$ cat config.mk
export PLATFORM = sky130hd
export DESIGN_NAME = flash_attr_ctrl
export DESIGN_NICKNAME = d
export VERILOG_FILES = /design/src/rtl/flash_attr_pkg.sv /design/src/rtl/flash_rst_sync.sv /design/src/rtl/flash_attr_store.sv /design/src/rtl/flash_blink_div.sv /design/src/rtl/flash_gate.sv /design/src/rtl/flash_attr_ctrl.sv
export SDC_FILE = /design/constraint.sdc
export NUM_CORES = 1
export LEC_CHECK = 0
export BUFFER_PORTS_ARGS = -buffer_cell sky130_fd_sc_hd__clkbuf_2
export CAP_MARGIN = 20
export CELL_PAD_IN_SITES_DETAIL_PLACEMENT = 1
export CELL_PAD_IN_SITES_GLOBAL_PLACEMENT = 1
export CORE_ASPECT_RATIO = 0.9
export CORE_MARGIN = 5
export CORE_UTILIZATION = 25
export CTS_CLUSTER_SIZE = 8
export DETAILED_ROUTE_END_ITERATION = 16
export GPL_ROUTABILITY_DRIVEN = 0
export HOLD_SLACK_MARGIN = 0.05
export MAX_ROUTING_LAYER = met4
export PLACE_DENSITY = 0.64
export SETUP_SLACK_MARGIN = 0.1
export SYNTH_ARGS = -nofsm -noshare
export SYNTH_HDL_FRONTEND = slang
export SYNTH_SLANG_ARGS = --single-unit
$ cat constraint.sdc
create_clock -name clk -period 3 [get_ports clk]
set_input_delay 0.15 -clock clk [delete_from_list [all_inputs] [get_ports clk]]
set_output_delay 0.15 -clock clk [all_outputs]
set_load 0.03 [all_outputs]
$ cat src/rtl/flash_attr_pkg.sv
package flash_attr_pkg;

  typedef enum logic {
    PH_SHOW  = 1'b0,
    PH_BLANK = 1'b1
  } blink_phase_e;

  // Count at which the blank half of a blink cycle starts.
  function automatic int unsigned half_point(input int unsigned period);
    return period / 2;
  endfunction

endpackage

$ cat src/rtl/flash_rst_sync.sv
module flash_rst_sync (
  input  logic clk,
  input  logic arst_n,
  output logic srst_n
);

  logic [1:0] stage_q;
  logic [1:0] stage_d;

  always_comb begin
    stage_d = {stage_q[0], 1'b1};
  end

  always_ff @(posedge clk or negedge arst_n) begin
    if (!arst_n) stage_q <= 2'b00;
    else         stage_q <= stage_d;
  end

  assign srst_n = stage_q[1];

endmodule

$ cat src/rtl/flash_attr_store.sv
module flash_attr_store #(
  parameter int unsigned NPOS = 8,
  localparam int unsigned PW  = $clog2(NPOS)
) (
  input  logic            clk,
  input  logic            rst_n,
  input  logic            we,
  input  logic [PW-1:0]   waddr,
  input  logic            wbit,
  input  logic [PW-1:0]   raddr,
  output logic            rbit,
  output logic [NPOS-1:0] attr
);

  logic [NPOS-1:0] attr_q;
  logic [NPOS-1:0] attr_d;
  logic [NPOS-1:0] slot_en;

  for (genvar g = 0; g < NPOS; g++) begin : g_slot
    assign slot_en[g] = we && (waddr == PW'(g));

    always_comb begin
      attr_d[g] = attr_q[g];
      if (slot_en[g]) attr_d[g] = wbit;
    end

    always_ff @(posedge clk or negedge rst_n) begin
      if (!rst_n)          attr_q[g] <= 1'b0;
      else if (slot_en[g]) attr_q[g] <= attr_d[g];
    end
  end

  assign attr = attr_q;
  assign rbit = attr_q[raddr];

  // a qualified write lands in the addressed slot
  assert_write_lands_R2: assert property (@(posedge clk) disable iff (!rst_n)
    we |=> (attr_q[$past(waddr)] == $past(wbit)));

  // the store keeps its value on cycles without a write
  assert_hold_no_write_R3: assert property (@(posedge clk) disable iff (!rst_n)
    !we |=> $stable(attr_q));

endmodule

$ cat src/rtl/flash_blink_div.sv
module flash_blink_div
  import flash_attr_pkg::*;
#(
  parameter int unsigned PERIOD = 28672,
  localparam int unsigned CW    = $clog2(PERIOD),
  localparam int unsigned HALF  = half_point(PERIOD)
) (
  input  logic         clk,
  input  logic         rst_n,
  output blink_phase_e phase
);

  localparam logic [CW-1:0] LAST_CNT = CW'(PERIOD - 1);
  localparam logic [CW-1:0] PRE_HALF = CW'(HALF - 1);
  localparam logic [CW-1:0] HALF_CNT = CW'(HALF);

  logic [CW-1:0] cnt_q;
  logic [CW-1:0] cnt_d;
  blink_phase_e  ph_q;
  blink_phase_e  ph_d;
  logic          wrap;
  logic          mid;

  always_comb begin
    wrap  = (cnt_q == LAST_CNT);
    mid   = (cnt_q == PRE_HALF);
    cnt_d = wrap ? '0 : cnt_q + 1'b1;
    ph_d  = ph_q;
    if (wrap)     ph_d = PH_SHOW;
    else if (mid) ph_d = PH_BLANK;
  end

  always_ff @(posedge clk or negedge rst_n) begin
    if (!rst_n) begin
      cnt_q <= '0;
      ph_q  <= PH_SHOW;
    end else begin
      cnt_q <= cnt_d;
      ph_q  <= ph_d;
    end
  end

  assign phase = ph_q;

  // the count never leaves its period
  assert_cnt_in_period_R6: assert property (@(posedge clk) disable iff (!rst_n)
    cnt_q <= LAST_CNT);

  // the blank half starts exactly at the half count
  assert_blank_start_R6: assert property (@(posedge clk) disable iff (!rst_n)
    (ph_q == PH_BLANK) && ($past(ph_q) == PH_SHOW) |-> cnt_q == HALF_CNT);

  // the blank half ends exactly at the wrap
  assert_blank_end_R6: assert property (@(posedge clk) disable iff (!rst_n)
    (ph_q == PH_SHOW) && ($past(ph_q) == PH_BLANK) |-> cnt_q == '0);

endmodule

$ cat src/rtl/flash_gate.sv
module flash_gate
  import flash_attr_pkg::*;
#(
  parameter int unsigned NPOS = 8
) (
  input  logic [NPOS-1:0] attr,
  input  logic            enable,
  input  blink_phase_e    phase,
  output logic [NPOS-1:0] show
);

  logic blank_now;

  always_comb begin
    blank_now = enable && (phase == PH_BLANK);
  end

  for (genvar g = 0; g < NPOS; g++) begin : g_pos
    always_comb begin
      show[g] = !(attr[g] && blank_now);
    end
  end

endmodule

$ cat src/rtl/flash_attr_ctrl.sv
module flash_attr_ctrl
  import flash_attr_pkg::*;
#(
  parameter int unsigned NPOS   = 8,
  parameter int unsigned AW     = 5,
  parameter int unsigned DW     = 8,
  parameter int unsigned PERIOD = 28672
) (
  input  logic            clk,
  input  logic            rst_n,
  input  logic            cs_n,
  input  logic            wr_n,
  input  logic            rd_n,
  input  logic            fl_n,
  input  logic [AW-1:0]   addr,
  input  logic [DW-1:0]   wdata,
  output logic [DW-1:0]   rdata,
  input  logic            flash_en,
  output logic [NPOS-1:0] show
);

  localparam int unsigned PW = $clog2(NPOS);

  logic            srst_n;
  logic            sel;
  logic            wr_go;
  logic            rd_go;
  logic            rd_bit;
  logic [NPOS-1:0] attr;
  blink_phase_e    phase;

  flash_rst_sync u_rst (
    .clk    (clk),
    .arst_n (rst_n),
    .srst_n (srst_n)
  );

  always_comb begin
    sel   = !cs_n && !fl_n;
    wr_go = sel && !wr_n && rd_n;
    rd_go = sel && !rd_n && wr_n;
  end

  flash_attr_store #(.NPOS(NPOS)) u_store (
    .clk   (clk),
    .rst_n (srst_n),
    .we    (wr_go),
    .waddr (addr[PW-1:0]),
    .wbit  (wdata[0]),
    .raddr (addr[PW-1:0]),
    .rbit  (rd_bit),
    .attr  (attr)
  );

  flash_blink_div #(.PERIOD(PERIOD)) u_div (
    .clk   (clk),
    .rst_n (srst_n),
    .phase (phase)
  );

  flash_gate #(.NPOS(NPOS)) u_gate (
    .attr   (attr),
    .enable (flash_en),
    .phase  (phase),
    .show   (show)
  );

  always_comb begin
    rdata = '0;
    if (rd_go) rdata[0] = rd_bit;
  end

  // a disabled display never blanks anything
  assert_disabled_all_lit_R8: assert property (@(posedge clk) disable iff (!srst_n)
    !flash_en |-> (&show));

  // a cleared attribute never blanks its position
  assert_clear_pos_lit_R9: assert property (@(posedge clk) disable iff (!srst_n)
    ((~attr) & (~show)) == '0);

  // the upper read bits stay zero
  assert_read_upper_zero_R4: assert property (@(posedge clk) disable iff (!srst_n)
    rdata[DW-1:1] == '0);

  // the store is empty right after the internal reset releases
  assert_reset_empty_R1: assert property (@(posedge clk) disable iff (!rst_n)
    $rose(srst_n) |-> attr == '0);

endmodule

==> flow_summary_export.csv <==
group,metric,value,unit
yosys,synth-seq-cells,26,
yosys,syn-cell-area,1340,sq um
cts,cts_sinks,26,
timing,slew_viol_final,0,
final_layout,area_delta_synth_final,16.2,%
timing,hold_viol,0,
floorplan,die_height,79.5,um
setup_path,slowest_delay,0.55,ns
final_layout,n_antenna_cell,0,
timing,rsz0062_at_grt,"false",
setup_path,cpMaxStageDelayCell,"nor4_4",
cts,cts_tree,"yes",
routing,dr.pass1.iters,4,
timing,fmax,550,MHz
floorplan,die_width,87.2,um
final_layout,drive_gt1_share,25.9,%
routing,drt-total-wl,2840,um
pwr,ir_worst_vdd,0.000182,V
grt,grt_pass1_vias,1013,
grt,overflow,0,
grt,grtUsageTotal,9.25,%
yosys,synth_compound_area_share,1.68,%
floorplan,rows,25,
routing,vias,920,
yosys,synth_fa_ha_area_share,0.933,%
floorplan,io_pins,36,
worst_hold_path,hold_path_class,"input port to async pin",
final_layout,nFillCells,592,
place,io_buffers,19,
cts,cts.path.max_buffers,2,
yosys,synthXorXnorAreaFrac,7.18,%
final_layout,final_cell_mix,"dfrtp_1, clkbuf_2, nand2_1",
cts,clk_latency,0.27,ns
timing,setup_viol,0,
grt,grt_max_degree,25,
cts,clk_pin_slew,0.09,ns
routing,remaining_drc_errors,0,
grt,antenna_found_initial,0,
place,hpwl,2140,um
yosys,synth_top_family_by_area,"simple AND/OR/NAND/NOR gates",
yosys,synthSimpleGateAreaFrac,24.6,%
yosys,synth.distinct_cells,32,
setup_path,path_class,"flop to flop",
timing,fin_skew,0.0104,ns
floorplan,fp.coreArea,5220,sq um
pwr,powerDensity,466,nW/um^2
setup_path,worstPathMaxFanout,9,
floorplan,die-area,6930,sq um
floorplan,start_util,25.7,%
final_layout,final_common_cell,"dfrtp_1",
yosys,yosys_warnings,0,
setup_path,worstPathArrival,1.99,ns
routing,routedWlPerCell,13.5,um
cts,cts-buffers-inserted,3,
cts,cts.htree.levels,1,
setup_path,critPathCaptureType,"flop",
setup_path,r2r_slack,1.18,ns
outcome,status,"finished, final reports clean",
pwr,power.leakage,0.710,nW
pwr,p_total,0.727,mW
setup_path,crit_path_start_kind,"flop",
timing,fin_setup_tns,0,ns
yosys,syn_avg_cell_area,10.9,sq um
yosys,synth.area.mux_share,11.7,%
place,dpl.cell_count,205,
routing,ant_nets,0,
timing,period_needed,1.82,ns
grt,grt_pass1_wl,4940,um
yosys,synthesis.instances,123,
flow_run,cap_viol_max_count,0,
yosys,seq_area_frac_synth,48.5,%
setup_path,timing.critical_path.cells,"and4_4 > nand4_4 > nor4_4 > o21ba_1",
routing,drt-vias-per-instance,4.38,
timing,period_share,60.6,%
cts,cts_setup_buffers,0,
timing,relSlewSlack,35.2,%
final_layout,nets,165,
timing,tightest_slew,0.972,ns
cts,root_buffer,"clkbuf_8",
setup_path,crit_required,3.17,ns
final_layout,fin_cells,210,
routing,drt-initial-drc-count,20,
## state kept, by name, summed over array words and instances, names as in the netlist
| signal | cells |
|---|---|
| u_div.phase | 1 |
| u_store.attr | 8 |
| u_rst.stage_q | 2 |
| u_div.cnt_q | 15 |
## where the power goes
| group | switching (mW) | internal [mW] |
|---|---|---|
| Clock | 0.111 | 0.179 |
| Combinational | 0.0273 | 0.0263 |
| Sequential | 0.0181 | 0.366 |
| Total | 0.157 | 0.571 |
## cell usage after synthesis (all sizes together)
cell type / instances / area share [%]
nor4b: 1 / 0.65
a21oi: 1 / 0.37
nor2b: 1 / 0.47
or3: 1 / 0.47
o21a: 1 / 0.56
and4: 3 / 2.1
nor3: 2 / 0.75
nand3b: 2 / 1.1
o21ba: 1 / 0.75
nand2b: 2 / 0.93
buf: 8 / 4.3
dfrtp: 26 / 49
nand2: 15 / 4.2
nor4: 2 / 2.1
conb: 2 / 0.56
nand3: 6 / 2.2
nand4: 3 / 2.5
xor2: 7 / 4.6
mux2: 9 / 7.6
xnor2: 4 / 2.6
nor3b: 2 / 1.1
ha: 1 / 0.93
and3: 3 / 1.4
mux4: 2 / 3.4
mux2i: 1 / 0.75
and2: 2 / 0.93
nor2: 13 / 3.6
clkbuf: 2 / 0.56
## worst paths after layout
path                                        from               end  depth (start not counted)
worst max-delay path              u_div.cnt_q[3]       u_div.phase                          4
worst min-delay path                       rst_n  u_rst.stage_q[0]                          2
worst max register to register    u_div.cnt_q[3]       u_div.phase                          4
worst min register to register  u_rst.stage_q[0]  u_rst.stage_q[1]                          0
max in group asynchronous       u_rst.stage_q[1]   u_div.cnt_q[10]                          0
min in group clk                        wdata[0]   u_store.attr[0]                          2
## routing by layer
layer | track usage [%] | wire length (um) | vias up
met3 | 3.10 | 226 | 2
met2 | 15.9 | 1380 | 26
met4 | 1.38 | 8 | 0
met5 | - | 0 | -
met1 | 10.8 | 1220 | 443
li1 | - | - | 449
## through the flow
step / setup WS, ns / hold slack (ns) / cell area [sq um] / util (%)
global route: 1.02 / 0.173 / 1560 / 29.8
global placement: 1.23 / -0.0642 / 1480 / 28.3
CTS: 1.14 / 0.168 / 1560 / 29.8
floorplan: 1.25 / -0.146 / 1360 / -
detailed placement: 1.17 / -0.0592 / 1480 / 28.3
finish: 1.18 / 0.174 / 1560 / 29.8
## final cells by class
| class | count | area, sq um | share of cell area, % |
|---|---|---|---|
| clock inverter | 1 | 30.0 | 1.93 |
| timing repair buffer | 20 | 105 | 6.74 |
| clock buffer | 3 | 41.3 | 2.65 |
| tap | 67 | 83.8 | 5.38 |
| multi-input combinational | 93 | 648 | 41.6 |
| sequential | 26 | 651 | 41.7 |
## worst max-delay path: cells and delay by family (launching register included)
kind | cells | cell delay (ns)
flops | 1 | 0.43
compound gates | 1 | 0.22
simple gates | 3 | 1.05
## repair_timing
item | in CTS | in global routing
hold buffers | 1 | 0
hold endpoints to repair | 2 | 0
resized for setup | 0 | 0
## kinds of logic after synthesis
kind of cell | after synthesis
buffers and inverters | 10
muxes | 12
adders and majority gates | 1
DFF | 26
other | 2
and+or+nand+nor | 58
AOI/OAI and AO/OA | 3
xor gates and xnor gates | 11
Power figures use the tool's default switching activity.
